--- config.mk ---
export PLATFORM = sky130hd
export DESIGN_NAME = fpoll_timer
export DESIGN_NICKNAME = d
export VERILOG_FILES = /design/src/rtl/fpoll_timer.sv
export SDC_FILE = /design/constraint.sdc
export NUM_CORES = 1
export LEC_CHECK = 0
export BUFFER_PORTS_ARGS = -buffer_cell sky130_fd_sc_hd__buf_4
export CORE_MARGIN = 3
export CORE_UTILIZATION = 25
export CTS_BUF_LIST = sky130_fd_sc_hd__clkbuf_16
export DETAILED_ROUTE_END_ITERATION = 16
export SLEW_MARGIN = 30
export SYNTH_ARGS = -nofsm -noshare
export SYNTH_HDL_FRONTEND = slang
export SYNTH_SLANG_ARGS = --single-unit
--- constraint.sdc ---
create_clock -name clk -period 2.1 [get_ports clk]
set_clock_uncertainty 0.2 [all_clocks]
set_input_delay 0.105 -clock clk [delete_from_list [all_inputs] [get_ports clk]]
set_output_delay 0.105 -clock clk [all_outputs]
set_load 0.03 [all_outputs]
--- src/rtl/fpoll_timer.sv ---
// Counts busy cycles; flags expiry when the count reaches the limit.
module fpoll_timer #(
    parameter int unsigned TW = 16
) (
    input  logic          clk,
    input  logic          rst_n,
    input  logic          run,
    input  logic [TW-1:0] limit,
    output logic          expired
);
    logic [TW-1:0] elapsed_d, elapsed_q;

    assign expired = run && (elapsed_q == limit);

    always_comb begin
        if (!run)         elapsed_d = '0;
        else if (expired) elapsed_d = elapsed_q;
        else              elapsed_d = elapsed_q + 1'b1;
    end

    always_ff @(posedge clk or negedge rst_n) begin
        if (!rst_n) elapsed_q <= '0;
        else        elapsed_q <= elapsed_d;
    end
endmodule

==> out/results.tsv, run 1 <==
metric	value	unit
Hold WC Path Type	input port to asynchronous set/reset pin	
Clk Latency, worst-skew pair	0.25	ns
drc violations	0	
min cycle time layout	2.044	ns
dpl hpwl	2069	µm
fillers	386	
Flop pwr share	40.3	%
Biggest register	elapsed_q	
Final Setup Violations	0	
H-tree depth	1	
number of I/O pins	20	
CP Launch Type	flop	
pwr dens	517.9	nW/µm²
final hold violation count	0	
Synth area leaders	dfrtp_1 (38%), xnor2_1 (13%), a21oi_1 (5.2%)	
Post-Syn Area per Cell	9.219	µm²
I/O Buffers	19	
initial antenna violation count	0	
Placement Setup Slack	0.1066	ns
last weighted congestion value of the routability-driven placer	0.8797	
routed wire length	3010	µm
CTS Sinks	16	
GRT Overall Usage	11.93	%
Gate Count Post-Synth	114	
Arr. time, crit path	2.01	ns
CTS tree	built	
Clock power frac	47.4	%
Largest regs	elapsed_q: 16 flops	
sequential area share after synthesis	38.10	%
Switch Pwr	0.0001747	W
Pins Over Slew Limit	0	
Max Freq	489.3	MHz
share of the synthesized area in the top cell type	38.10	%
part of the power in combinational logic	12.3	%
max reg flops	16	
total gr overflow	0	
CORE AREA	3854	µm²
Vias/cell	5.077	
Seq cells post-synth	16	
initial core utilization	27.27	%
layout cells sized above 1	41.89	%
post-route cell area	1535	µm²
nets@finish	169	
Clock Tree Buf Depth	2	
Max Cap Viol	0	
internal power	0.0006204	W
final period utilization	97.33	%
WL/cell	15.36	µm
VDD IR-drop max	0.3489	mV
unrepaired setup endpoints after global routing	true	
crit-path cells	xnor2_2 -> nand4_1 -> nor4_4 -> buf_6 -> buf_4 -> or4_1 -> a21oi_1	
Die H	70.84	µm
synth warn	0	
switching share of power	21.97	%
post-synthesis cell type count	31	
die area	5018	µm²
Area Overhead vs Synth	46.07	%
clock root cell	clkbuf_16	
diode count	0	
die width	70.84	µm
total CTS buffers	3	
final setup margin	0.05606	ns
DRT antenna net count	0	
routed vias	995	
Slowest-stage cell, CP	or4_1	
first-pass GRT wire length	4816	µm
synthesized cell area	1051	µm²
row count	22	
actual slew at the worst max-slew pin	0.4783	ns
clock transition at the registers of the reported paths	0.05	ns
placed cell area	1252	µm²
syn nets	134	
largest area contributor in the netlist	dfrtp_1	
overall power	0.0007950	W
vias in the first global route	970	
critical path type	flop to flop	
WP data required	2.06	ns
1st-pass router iterations	4	
CP Capture Type	flop	
pin count of the biggest net entering global routing	17	
outcome	finished clean	
DRT iter0 DRCs	48	
Worst path max stage delay	0.50	ns
relative slew slack	68.08	%
leak pwr	0.5879	nW
crit path max fanout	14	
Util after Layout	39.84	%
==> worst paths after layout <==
kind                                          startpoint                   endpoint  slack, ns  depth (start not counted)
worst max register to register  elapsed_q[3]$_DFFE_PN0P_   elapsed_q[5]$_DFFE_PN0P_       0.06                          7
worst min register to register  elapsed_q[1]$_DFFE_PN0P_   elapsed_q[1]$_DFFE_PN0P_       0.40                          2
worst max-delay path            elapsed_q[3]$_DFFE_PN0P_   elapsed_q[5]$_DFFE_PN0P_       0.06                          7
min in group clk                                limit[7]   elapsed_q[0]$_DFFE_PN0P_       0.37                          7
max in group asynchronous                          rst_n   elapsed_q[7]$_DFFE_PN0P_       1.43                          2
worst min-delay path                               rst_n  elapsed_q[13]$_DFFE_PN0P_       0.06                          2
==> per-stage QoR <==
step | hold WS, ns | std cells | TNS, ns
2_1_floorplan | -0.3906 | 114 | 0
3_3_place_gp | -0.2160 | 179 | 0
3_5_place_dp | -0.2158 | 179 | 0
4_1_cts | 0.06666 | 186 | 0
5_1_grt | 0.09831 | 196 | -0.05991
6_report | 0.05970 | 196 | 0
==> cells by family (layout without fill, tap and decap cells) <==
| logic type | count (synthesis) | count (layout) | share of synthesized area (%) |
|---|---|---|---|
| buffers and inverters | 8 | 42 | 4.524 |
| XOR/XNOR | 17 | 17 | 14.17 |
| AO/OA/AOI/OAI | 24 | 24 | 13.33 |
| adder cells (fa/ha/maj) | 1 | 1 | 1.190 |
| flip-flops | 16 | 16 | 38.09 |
| AND/OR/NAND/NOR | 45 | 45 | 25.83 |
| multiplexers | 3 | 3 | 2.857 |
==> cells in the final DEF, fill, tap and decap left out, drive strengths merged, types with 2 or more instances in the layout <==
cell type    count
or4              4
nor2             4
o21ai            6
nand2b           2
a21oi           11
nand3            7
clkbuf           3
mux2i            3
nand4            7
nor4             3
nand2            7
xnor2           16
dlygate4sd3      2
inv              2
buf             34
or3              6
dfrtp           16
o31ai            4
==> power groups by stage <==
stage          clock network [W]  registers (W)  logic [W]
2_1_floorplan                  0       0.000323  0.0000352
3_3_place_gp                   0       0.000325  0.0000811
3_5_place_dp                   0       0.000325  0.0000827
4_1_cts                 0.000382       0.000320  0.0000869
5_1_grt                 0.000394       0.000321   0.000109
6_report                0.000377       0.000320  0.0000982
==> final cells by class <==
class	count	area, µm²	share of cell area (%)
Multi-Input combinational cell	90	693.2	45.15
Sequential cell	16	412.9	26.89
Timing Repair Buffer	36	282.8	18.42
Clock buffer	3	75.07	4.890
Tap cell	48	60.06	3.912
Inverter	2	7.507	0.4890
Clock inverter	1	3.754	0.2445
==> worst max-delay path, delay by kind of cell, from the launching register on <==
kind,cells,cell delay [ns]
flip-flops,1,0.44
AO/OA/AOI/OAI,1,0.15
XOR/XNOR,1,0.15
AND/OR/NAND/NOR,3,0.72
buffers and inverters,2,0.29
==> routing by layer <==
| layer | track usage (%) | part of all wire (%) | vias up |
|---|---|---|---|
| li1 | - | - | 488 |
| met1 | 15.58 | 44 | 483 |
| met2 | 19.26 | 50 | 18 |
| met3 | 2.273 | 4.0 | 6 |
| met4 | 5.010 | 1.9 | 0 |
| met5 | 0 | 0 | - |
==> repair_timing <==
item,CTS,global route
gates resized for setup,5,20
setup buffers,1,10
hold buffers,2,0
pin swaps,2,13
setup endpoints to repair,1,11
endpoints found under the hold margin,19,0
==> cells in the mapped netlist, drive strengths merged <==
library cell / n
dfrtp: 16
xnor2: 16
a21oi: 11
nand2: 7
nand3: 7
nand4: 7
o21ai: 6
or3: 6
buf: 4
nor2: 4
o31ai: 4
or4: 4
mux2i: 3
nor4: 3
clkbuf: 2
inv: 2
nand2b: 2
and2: 1
and4: 1
ha: 1
nor3: 1
nor4b: 1
o21a: 1
o31a: 1
o41ai: 1
or4b: 1
xor2: 1
Power figures use the tool's default switching activity.
==> inputs of run 2 (changes only) <==
--- a/config.mk
+++ b/config.mk
@@ -5,6 +5,7 @@
 export SDC_FILE = /design/constraint.sdc
 export NUM_CORES = 1
 export LEC_CHECK = 0
+export ABC_AREA = 1
 export BUFFER_PORTS_ARGS = -buffer_cell sky130_fd_sc_hd__buf_4
 export CORE_MARGIN = 3
 export CORE_UTILIZATION = 25
==> run 2 against run 1 <==
Compared with the run above: clock power is 1% lower; die area is 50% higher; first-iteration DRC count grew to 3.1 times the previous value; power is 2.2% higher; flip-flop and latch count stayed put.
==> out/results.tsv, run 2 <==
metric	value	unit
outcome	finished clean	
final period utilization	91.23	%
Hold WC Path Type	input port to asynchronous set/reset pin	
CTS Sinks	16	
Clock Tree Buf Depth	2	
actual slew at the worst max-slew pin	0.3726	ns
Max Cap Viol	0	
Arr. time, crit path	1.61	ns
WL/cell	11.36	µm
Post-synth ARST share	100.0	%
sequential area share after synthesis	24.62	%
synth warn	0	
clock root cell	clkbuf_16	
Biggest register	elapsed_q	
Gate Count Post-Synth	263	
I/O Buffers	19	
die area	7510	µm²
most frequent cells in the layout	nand2_1 (93), inv_1 (32), nor2_1 (29)	
drc violations	0	
Final Setup Violations	0	
internal power	0.0006165	W
top_reg_cell synth	dfrtp_1	
worst reg2reg path depth	9	
Cells after DPL	351	
commonest non-fill, non-tap cell in the layout	nand2_1	
Seq cells post-synth	16	
routed vias	1611	
DRT antenna net count	0	
first-pass GRT wire length	6969	µm
synthesized cell area	1627	µm²
WP data required	1.79	ns
initial core utilization	26.68	%
dpl hpwl	3188	µm
count leader, synth	nand2_1	
final setup margin	0.1842	ns
diode count	0	
overall power	0.0008127	W
fillers	697	
largest area contributor in the netlist	dfrtp_1	
DRT iter0 DRCs	149	
vias in the first global route	1545	
R2R Setup Slk	0.27	ns
nets@finish	302	
crit path to	expired	
syn nets	283	
total CTS buffers	3	
CP Capture Type	output port	
Switch Pwr	0.0001962	W
Post-Syn Area per Cell	6.185	µm²
max reg flops	16	
number of I/O pins	20	
die width	86.66	µm
final hold violation count	0	
critical path type	flop to output port	
Max Freq	522.0	MHz
VDD IR-drop max	0.2307	mV
Synth area leaders	dfrtp_1 (25%), nand2_1 (21%), inv_1 (7.4%)	
Flop pwr share	39.6	%
CORE AREA	6096	µm²
last weighted congestion value of the routability-driven placer	0.8048	
Clock power frac	45.8	%
1st-pass router iterations	4	
CP Launch Type	flop	
crit path max fanout	9	
Largest regs	elapsed_q: 16 flops	
switching share of power	24.14	%
post-synthesis cell type count	23	
Pins Over Slew Limit	0	
row count	28	
relative slew slack	75.16	%
CTS tree	built	
H-tree depth	1	
Vias/cell	4.525	
leak pwr	1.125	nW
pin count of the biggest net entering global routing	33	
Clk Latency, worst-skew pair	0.25	ns
Placement Setup Slack	0.2773	ns
Fin Setup TNS	0	ns
total gr overflow	0	
number of synthesized flops with an enable pin	0	
Area Overhead vs Synth	17.38	%
min cycle time layout	1.916	ns
Non-Filler Instances	356	
pwr dens	425.6	nW/µm²
Die H	86.66	µm
GRT Overall Usage	11.52	%
CP Launch Point	elapsed_q[8]$_DFFE_PN0P_	
capture point of the worst reg-to-reg path	elapsed_q[4]$_DFFE_PN0P_	
initial antenna violation count	0	
share of the synthesized area in the top cell type	24.62	%
clock transition at the registers of the reported paths	0.05	ns
unrepaired setup endpoints after global routing	false	
Post CTS Setup Buffer Count	0	
synth cell count leaders	nand2_1 (93), inv_1 (32), nor2_1 (29)	
routed wire length	4044	µm
part of the power in combinational logic	14.6	%
CTS resizes	0	
Util after Layout	31.32	%
layout cells sized above 1	21.00	%
R2R Path Start	elapsed_q[8]$_DFFE_PN0P_	
-- run 2: cell types whose count changed in the layout (fill, tap and decap cells not counted), sizes merged, moves of 11 or more --
cell	change
buf	-11
nand4	+12
nand2	+93
nor2	+30
nand3	+17
xnor2	-16
inv	+41
a21oi	-11
-- run 2: per-stage QoR --
stage	hold slack [ns]	cell area, µm²
global route	0.07375	1909
floorplan	-0.3906	1627
CTS	0.06803	1909
finish	0.06098	1909
global placement	-0.2180	1821
detailed placement	-0.2178	1821
-- run 2: per-layer routing --
layer,wire [µm],global-route usage (%),vias to the layer above
met5,0,0,-
met4,21,2.550,0
met3,221,2.091,2
met2,1948,19.68,31
met1,1853,15.08,727
li1,-,-,851
-- run 2: worst min-delay path by stage --
stage / end / cells past startpoint / start / slack (ns)
floorplan: elapsed_q[0]$_DFFE_PN0P_ / 0 / rst_n / -0.39
global placement: elapsed_q[10]$_DFFE_PN0P_ / 1 / rst_n / -0.22
detailed placement: elapsed_q[10]$_DFFE_PN0P_ / 1 / rst_n / -0.22
CTS: elapsed_q[10]$_DFFE_PN0P_ / 2 / rst_n / 0.07
global route: elapsed_q[10]$_DFFE_PN0P_ / 2 / rst_n / 0.07
finish: elapsed_q[10]$_DFFE_PN0P_ / 2 / rst_n / 0.06
-- run 2: cell type report --
cell class / instances / area, µm² / area share [%]
multi-input combinational: 194 / 992.2 / 51.97
sequential: 16 / 400.4 / 20.97
timing repair buffer: 24 / 182.7 / 9.567
inverter: 43 / 161.4 / 8.453
tap: 75 / 93.84 / 4.915
clock buffer: 3 / 75.07 / 3.932
clock inverter: 1 / 3.754 / 0.1966
-- run 2: cell families (layout without fill, tap and decap cells) --
kind of cell               count (synthesis)  in the layout  synth area share, %
AOI/OAI and AO/OA                          5              5                1.538
xor gates and xnor gates                   7              7                3.769
adders and majority gates                  1              1               0.7691
buffers and inverters                     53             71                14.38
DFF                                       16             16                24.62
and+or+nand+nor                          181            181                54.92
-- run 2: timing repair --
item                                    in CTS  in global routing
endpoints found under the setup margin       0                  0
hold endpoints to repair                    16                  0
hold buffers                                 1                  0
-- run 2: critical path, stage by stage (launching register included) --
cell and delay, ns:
dfrtp_1 0.53, nand2_1 0.11, inv_2 0.05, nor2_1 0.05
nor2_1 0.09, nand2_1 0.06, nor2_1 0.13, and3_1 0.19
buf_4 0.16
-- run 2: power by group through the flow --
| stage | Combinational [W] | Sequential [W] | Clock (W) |
|---|---|---|---|
| 5_1_grt | 0.000134 | 0.000322 | 0.000402 |
| 3_5_place_dp | 0.000119 | 0.000327 | 0 |
| 4_1_cts | 0.000121 | 0.000321 | 0.000384 |
| 6_report | 0.000119 | 0.000322 | 0.000372 |
| 2_1_floorplan | 0.0000749 | 0.000323 | 0 |
| 3_3_place_gp | 0.000118 | 0.000326 | 0 |
==> inputs of run 3 (changes only) <==
--- a/config.mk
+++ b/config.mk
@@ -11,6 +11,7 @@
 export CORE_UTILIZATION = 25
 export CTS_BUF_LIST = sky130_fd_sc_hd__clkbuf_16
 export DETAILED_ROUTE_END_ITERATION = 16
+export MAX_ROUTING_LAYER = met4
 export SLEW_MARGIN = 30
 export SYNTH_ARGS = -nofsm -noshare
 export SYNTH_HDL_FRONTEND = slang
==> run 3 against run 2 <==
Compared with the run above: global-route usage up 0.33 points; wire length up 0.22%; worst hold slack worse by 0.00053 ns; highest routed layer unchanged; sequential power about the same; sequential share of layout area unchanged; first-iteration DRC count down 1.3%; final cell count unchanged; critical path type unchanged; combinational power about the same; non-clock buffer count unchanged.
==> out/results.tsv, run 3 (synthesized netlist as in run 2, its figures left out) <==
metric	value	unit
outcome	finished clean	
initial core utilization	26.68	%
die width	86.66	µm
Fin Setup TNS	0	ns
Worst path max stage delay	0.53	ns
first-pass GRT wire length	6969	µm
met3 usage	2.091	%
met1 Use GR	15.08	%
WP data required	1.79	ns
pin count of the biggest net entering global routing	33	
flip-flop and latch area	400.4	µm²
grt met2 use	19.68	%
actual slew at the worst max-slew pin	0.3783	ns
vias in the first global route	1547	
max reg flops	16	
unrepaired setup endpoints after global routing	false	
Max Freq	521.4	MHz
critical path type	flop to output port	
die area	7510	µm²
final period utilization	91.33	%
row count	28	
Pins Over Slew Limit	0	
final hold violation count	0	
min cycle time layout	1.918	ns
WL/cell	11.38	µm
total gr overflow	0	
Vias/cell	4.539	
commonest non-fill, non-tap cell in the layout	nand2_1	
post-route cell area	1909	µm²
layout cells sized above 1	21.00	%
Util after Layout	31.32	%
Post CTS Setup Buffer Count	0	
Arr. time, crit path	1.61	ns
Hold WC Path Type	input port to asynchronous set/reset pin	
dpl hpwl	3188	µm
CP Capture Type	output port	
DRT antenna net count	0	
R2R Setup Slk	0.28	ns
relative slew slack	74.78	%
fillers	697	
GRT Overall Usage	11.86	%
crit path max fanout	9	
Non-Filler Instances	356	
Final Setup Violations	0	
Largest regs	elapsed_q: 16 flops	
Cells after DPL	351	
last weighted congestion value of the routability-driven placer	0.8165	
DRT iter0 DRCs	147	
area of the multi-input gates	992.2	µm²
clock transition at the registers of the reported paths	0.05	ns
pwr dens	426.2	nW/µm²
placed cell area	1821	µm²
diode count	0	
clock root cell	clkbuf_16	
routed vias	1616	
Die H	86.66	µm
Max Cap Viol	0	
VDD IR-drop max	0.2312	mV
I/O Buffers	19	
H-tree depth	1	
CTS tree	built	
CTS Sinks	16	
most frequent cells in the layout	nand2_1 (93), inv_1 (32), nor2_1 (29)	
drc violations	0	
grt peak-use layer	met2	
number of I/O pins	20	
crit-path cells	nand2_1 -> inv_2 -> nor2_1 -> nor2_1 -> nand2_1 -> nor2_1 -> and3_1 -> buf_4	
CP Launch Type	flop	
total CTS buffers	3	
initial antenna violation count	0	
Clk Latency, worst-skew pair	0.25	ns
CP dominant cell by count	nor2_1	
Clock Tree Buf Depth	2	
nets@finish	302	
Biggest register	elapsed_q	
Slowest-stage cell, CP	dfrtp_1	
leak pwr	1.125	nW
CORE AREA	6096	µm²
routed wire length	4053	µm
Area Overhead vs Synth	17.38	%
1st-pass router iterations	4	
run 3: layer usage:
layer	vias to the layer above	part of all wire [%]
met5	-	0
met4	0	0.57
met3	2	4.2
met2	29	47
met1	734	48
li1	851	-
run 3: power by group:
group | switching [W] | internal, W | total [W]
Sequential | 0.00000815 | 0.000313 | 0.000322
Combinational | 0.0000686 | 0.0000504 | 0.000119
Clock | 0.000120 | 0.000253 | 0.000373
Total | 0.000197 | 0.000617 | 0.000814
run 3: repair_timing:
item                      CTS  global route
hold buffers                1             0
hold endpoints to repair   16             0
gates resized for setup     0             0
run 3: final cells by class:
| cell class | count | area share [%] |
|---|---|---|
| clock buffer | 3 | 3.932 |
| clock inverter | 1 | 0.1966 |
| inverter | 43 | 8.453 |
| multi-input combinational | 194 | 51.97 |
| sequential | 16 | 20.97 |
| tap | 75 | 4.915 |
| timing repair buffer | 24 | 9.567 |
run 3: critical path: cells and delay by family, from the launching register on:
family                 cells  cell delay (ns)
and+or+nand+nor            6             0.64
buffers and inverters      2             0.21
DFF                        1             0.53
run 3: path summary, 6_finish.rpt:
path                                        endpoint                      start  depth (start not counted)
min                        elapsed_q[10]$_DFFE_PN0P_                      rst_n                          2
max in group asynchronous   elapsed_q[0]$_DFFE_PN0P_                      rst_n                          2
max                                          expired   elapsed_q[8]$_DFFE_PN0P_                          8
min in group clk            elapsed_q[1]$_DFFE_PN0P_                        run                          5
max reg2reg                 elapsed_q[4]$_DFFE_PN0P_   elapsed_q[8]$_DFFE_PN0P_                          9
min reg2reg                elapsed_q[15]$_DFFE_PN0P_  elapsed_q[15]$_DFFE_PN0P_                          2
run 3: stage by stage:
step,worst slack [ns],power (W),hold slack [ns]
final,0.1821,0.0008137,0.06046
after global routing,0.05868,0.0008589,0.07377
after CTS,0.1476,0.0008265,0.06803
after detailed placement,0.2773,0.0004460,-0.2178
after global placement,0.2854,0.0004439,-0.2180
after floorplan,0.4858,0.0003983,-0.3906
